**src/rtl/vmap_counter.sv**
```systemverilog
module vmap_counter #(
  parameter int ROW_AW  = 7,
  parameter int COL_AW  = 10,
  parameter int HOST_AW = 16,
  parameter int DW      = 8
) (
  input  logic               clk,
  input  logic               rst_n,
  input  logic               blank_i,
  input  logic               vsync_i,
  input  logic               map_sel_i,
  input  logic               cs_i,
  input  logic               wr_i,
  input  logic               gc_rd_i,
  input  logic [HOST_AW-1:0] host_addr_i,
  input  logic [DW-1:0]      host_data_i,
  input  logic [DW-1:0]      row_map_q_i,
  input  logic [DW-1:0]      col_map_q_i,
  output logic [ROW_AW-1:0]  row_map_addr_o,
  output logic [COL_AW-1:0]  col_map_addr_o,
  output logic               row_map_we_o,
  output logic               col_map_we_o,
  output logic [DW-1:0]      map_wdata_o,
  output logic               map_buf_en_o,
  output logic [DW-1:0]      vaddr_o,
  output logic               vaddr_col_o
);

  localparam int RAM_SEL_BIT = HOST_AW - 1;

  logic              host_wr;
  logic              host_acc;
  logic              blank_q;
  logic              blank_rise;
  logic              half_col;
  logic [ROW_AW-1:0] row_cnt;
  logic [COL_AW-1:0] col_cnt;
  logic [DW-1:0]     cap_row;
  logic [DW-1:0]     cap_col;

  assign host_wr    = map_sel_i & cs_i & wr_i;
  assign host_acc   = host_wr | (map_sel_i & gc_rd_i);
  assign blank_rise = blank_i & ~blank_q;

  always_ff @(posedge clk or negedge rst_n) begin
    if (!rst_n)
      row_cnt <= '0;
    else if (!host_acc)
      row_cnt <= blank_i ? '0 : row_cnt + 1'b1;
  end

  always_ff @(posedge clk or negedge rst_n) begin
    if (!rst_n)
      col_cnt <= '0;
    else if (!host_acc) begin
      if (vsync_i)
        col_cnt <= '0;
      else if (blank_rise)
        col_cnt <= col_cnt + 1'b1;
    end
  end

  always_ff @(posedge clk or negedge rst_n) begin
    if (!rst_n) begin
      blank_q  <= 1'b0;
      half_col <= 1'b0;
    end else begin
      blank_q  <= blank_i;
      half_col <= ~half_col;
    end
  end

  always_ff @(posedge clk or negedge rst_n) begin
    if (!rst_n) begin
      cap_row <= '0;
      cap_col <= '0;
    end else if (half_col && !host_acc) begin
      cap_row <= row_map_q_i;
      cap_col <= col_map_q_i;
    end
  end

  assign row_map_addr_o = host_acc ? host_addr_i[ROW_AW-1:0] : row_cnt;
  assign col_map_addr_o = host_acc ? host_addr_i[COL_AW-1:0] : col_cnt;
  assign row_map_we_o   = host_wr & ~host_addr_i[RAM_SEL_BIT];
  assign col_map_we_o   = host_wr &  host_addr_i[RAM_SEL_BIT];
  assign map_wdata_o    = host_data_i;
  assign map_buf_en_o   = host_acc;
  assign vaddr_o        = half_col ? cap_col : cap_row;
  assign vaddr_col_o    = half_col;

endmodule


```
**config.mk**
```make
export PLATFORM = sky130hd
export DESIGN_NAME = vmap_counter
export DESIGN_NICKNAME = d
export VERILOG_FILES = /design/src/rtl/vmap_counter.sv
export SDC_FILE = /design/constraint.sdc
export NUM_CORES = 1
export LEC_CHECK = 0
export ABC_AREA = 1
export BUFFER_PORTS_ARGS = -buffer_cell sky130_fd_sc_hd__buf_2
export CORE_UTILIZATION = 51
export CTS_CLUSTER_SIZE = 40
export DETAILED_ROUTE_END_ITERATION = 16
export GPL_TIMING_DRIVEN = 0
export HOLD_SLACK_MARGIN = 0.02
export PLACE_DENSITY = 0.93
export SYNTH_ARGS = -nofsm -noshare
export SYNTH_HDL_FRONTEND = slang
export SYNTH_SLANG_ARGS = --single-unit
```
**constraint.sdc**
```tcl
create_clock -name clk -period 3.95 [get_ports clk]
set_clock_uncertainty 0.2 [all_clocks]
set_input_delay 0 -clock clk [delete_from_list [all_inputs] [get_ports clk]]
set_output_delay 0 -clock clk [all_outputs]
set_load 0.1 [all_outputs]
```
==> results.txt <==
Summed over all instances, the cell type with the most area after synthesis is dfrtp_1. The cell area after placement came out at 2400 µm². The worst setup path is launched from a register. The switching fraction of total power is 45.8%.

The count of endpoints failing hold in the final timing report came out at 0. In this run, synthesis inferred 0 flip-flops with an integrated enable. The critical-path maximum fanout is 10. The share of the synthesized area in the top cell type is 44.2%. The clock network fraction of total power is 22.4%. The area of the multi-input gates is 881 µm².

Dividing the final minimum period by the clock period gives 52.1%. The worst hold slack came out at 69.5 ps. Sequential cells account for 37.1% of the total power. Compared with the post-synthesis result, the final layout area differs by 35.1%. The master of the slowest instance on the critical path is buf_2. The count of pins over their slew limit came out at 0.

The commonest register cell after synthesis is dfrtp_1. The count of non-filler cells in the finished layout is 415. Using the TritonRoute via totals, the vias-per-cell ratio works out to 5.30. The commonest cells after synthesis are nand2_1, dfrtp_1, nand3_1. The total of warnings raised by yosys came out at 0. Once the clock tree was built, the resizer swapped 0 gates to a different size.

After synthesis the cells add up to 1980 µm². In this run the mean area of a mapped cell was 7.36 µm². The number of buffers between clock root and the deepest sink came out at 2. The share of flip-flops with an asynchronous set or reset is 100%. Cells with a size suffix above 1 make up 27.8% of the layout. By area the synthesized netlist is led by dfrtp_1, nand2_1, nand3_1, o21ai_0, inv_1. The detailed placement HPWL came out at 3480 µm.

In the final design database the tool counted 416 nets. The diode insertion count for antenna repair came out at 0. The tightest min-delay check is of the input port to register type.

The post-synthesis net count came out at 319. Of the total synthesized cell area, the portion taken by full adders, half adders and majority gates is 1.26%. The headroom to the max-slew limit came out at 48.7%. The synthesized netlist cell count is 269. The mux contribution to synthesized area came out at 0%. The number of hold-repair buffers added at the cts stage is 19. The clock root buffer is clkbuf_8. The detail route stage leaves a number of antenna-violating nets equal to 0. The number of violations of the max-capacitance limit came out at 0. The critical path is of the register to output port type. The net load switching power came out at 0.520 mW.

The design draws 1.14 mW. The cell area after layout came out at 2680 µm². The post-synthesis xor/xnor area fraction is 1.77%. After synthesis, the largest family of logic cells by area is simple AND/OR/NAND/NOR gates. The worst vdd rail ir drop came out at 295 µV. The total CTS buffers came out at 5.

The total global routing overflow came out at 0. The transition time at the pin with the least slew margin is 770 ps. For this run, the total global-route usage over all layers was measured as 28.6%. Walking the worst path, the cells encountered are buf_2 -> buf_1 -> nand2_1 -> nand2_1 -> buf_2. The post-route DRC violation count came out at 0. The flow ran to the end, and the final reports show no timing, DRC or antenna violations. TritonCTS built the clock tree.

The routed layout has 2198 vias. The aggregate routed wire length is 5570 µm. The number of fill cells in the layout came out at 291. The synthesized netlist devotes 8.21% of its cell area to compound gates. The area of the die came out at 4140 µm². The floorplan has 22 rows. The global-route wire length before repair came out at 8990 µm. The total negative slack is 0 ps. The mean routed wirelength per cell came out at 13.4 µm. The distinct cell type count of the synthesized netlist came out at 24. The cell internal power dissipation is 0.616 mW. The power density over the cells is 425 nW/µm². Setup violations remaining at the end of the flow were counted as 0. The count of input and output buffers is 71. The fraction of the yosys area taken by sequential cells is 44.2%. The kind of end point of the critical path is an output port. The clock reaches the later pin of the worst-skew pair after 290 ps.

The maximum frequency from static timing analysis came out at 485 MHz. The leakage power summed over all cells came out at 1.46 nW. The required time of the critical path is 3750 ps.

Entering global routing, the biggest net connects 36 pins. Registers take 876 µm². The die boundary width came out at 64.3 µm.

Combinational logic is responsible for 40.5% of the overall power. The iteration count of the initial detailed-routing pass came out at 4. The via count of the first global-routing pass is 2056.

The clock edge transition at the registers on the reported setup and hold paths is 70 ps. After the first detailed-routing iteration, the DRC count stood at 169. The placed instance count is 388. CTS built an H-tree with a depth of 2. The core region is 3690 µm². The number of top-level pins is 85. The initial utilization of the core area, before any placement, comes to 53.7%. The vertical die dimension is 64.3 µm. The setup slack of the most critical reg-to-reg path is 2420 ps.

The number of setup buffers added after CTS is 0. The number of antenna violations at the first check in global routing came to 0. At the end of routability-driven placement, the weighted congestion stood at 0.892.

The number of clock sinks is 35. The synthesized netlist devotes 33.2% of its cell area to simple gates. The largest single stage delay on the critical path is 430 ps.

The shortest clock period the worst path allows after layout came out at 2060 ps. Setup repair after global routing left no endpoint under its margin. The most numerous cell in the Yosys netlist is nand2_1. At the worst endpoint, the arrival time is 1860 ps.

The flip-flop and latch count after synthesis is 35.
cells in the final DEF, fill, tap and decap left out, drive strengths merged:
master,n
nand2,101
buf,90
ha,2
nor3,2
dlygate4sd3,19
xor2,3
dfrtp,35
clkinvlp,2
clkbuf,5
nor2,13
o21ai,23
inv,24
a21oi,5
nand3,32
o22ai,3
nand4,5
clkinv,2
xnor2,1
layout make-up:
type | count | share of cell area (%)
Buffer | 19 | 4.86
Inverter | 25 | 3.51
Timing Repair Buffer | 90 | 20.4
Sequential cell | 35 | 32.7
Multi-Input combinational cell | 190 | 32.9
Clock buffer | 5 | 2.57
Tap cell | 48 | 2.25
Clock inverter | 3 | 0.748
final timing paths:
| path | startpoint | to | cells past startpoint |
|---|---|---|---|
| max | vaddr_col_o | vaddr_o[2] | 5 |
| min | gc_rd_i | cap_row[7] | 7 |
| max reg2reg | row_cnt[1] | row_cnt[6] | 6 |
| min reg2reg | cap_row[7] | cap_row[7] | 2 |
| max in group asynchronous | rst_n | col_cnt[2] | 2 |
| min in group asynchronous | rst_n | cap_row[5] | 2 |
layer usage:
metal	routed length (µm)	track usage, %	up-vias
met5	0	0	-
li1	-	-	1042
met2	2720	45.9	114
met3	341	5.89	26
met4	284	17.8	0
met1	2220	35.0	1016
power by group through the flow:
stage          Sequential (mW)  Combinational (mW)  Clock (mW)
2_1_floorplan            0.419               0.362           0
3_3_place_gp             0.422               0.435           0
3_5_place_dp             0.424               0.440           0
4_1_cts                  0.417               0.456       0.256
5_1_grt                  0.423               0.486       0.276
6_report                 0.421               0.460       0.255
sequential cells by signal, indices dropped and copies added, names as in the netlist:
name         cells
cap_row          8
vaddr_col_o      1
row_cnt          7
cap_col          8
col_cnt         10
blank_q          1
metrics by stage:
| step | util (%) | worst slack (ps) |
|---|---|---|
| 6_report | 72.5 | 1890 |
| 5_1_grt | 72.5 | 1720 |
| 4_1_cts | 72.5 | 1930 |
| 3_5_place_dp | 65.0 | 2240 |
| 3_3_place_gp | 65.0 | 2290 |
| 2_1_floorplan | - | 966 |
critical path, delay by kind of cell (launching register included):
family / cells / cell delay, ps
DFF: 1 / 340
buffers and inverters: 3 / 1010
and+or+nand+nor: 2 / 220
logic make-up (layout without fill, tap and decap cells):
| group | Yosys count | count (layout) |
|---|---|---|
| fa+ha+maj | 2 | 2 |
| compound gates | 31 | 31 |
| simple gates | 153 | 153 |
| flops | 35 | 35 |
| xor+xnor | 4 | 4 |
| buf+inv | 44 | 142 |
No activity file was read; power rests on OpenSTA's default activity.
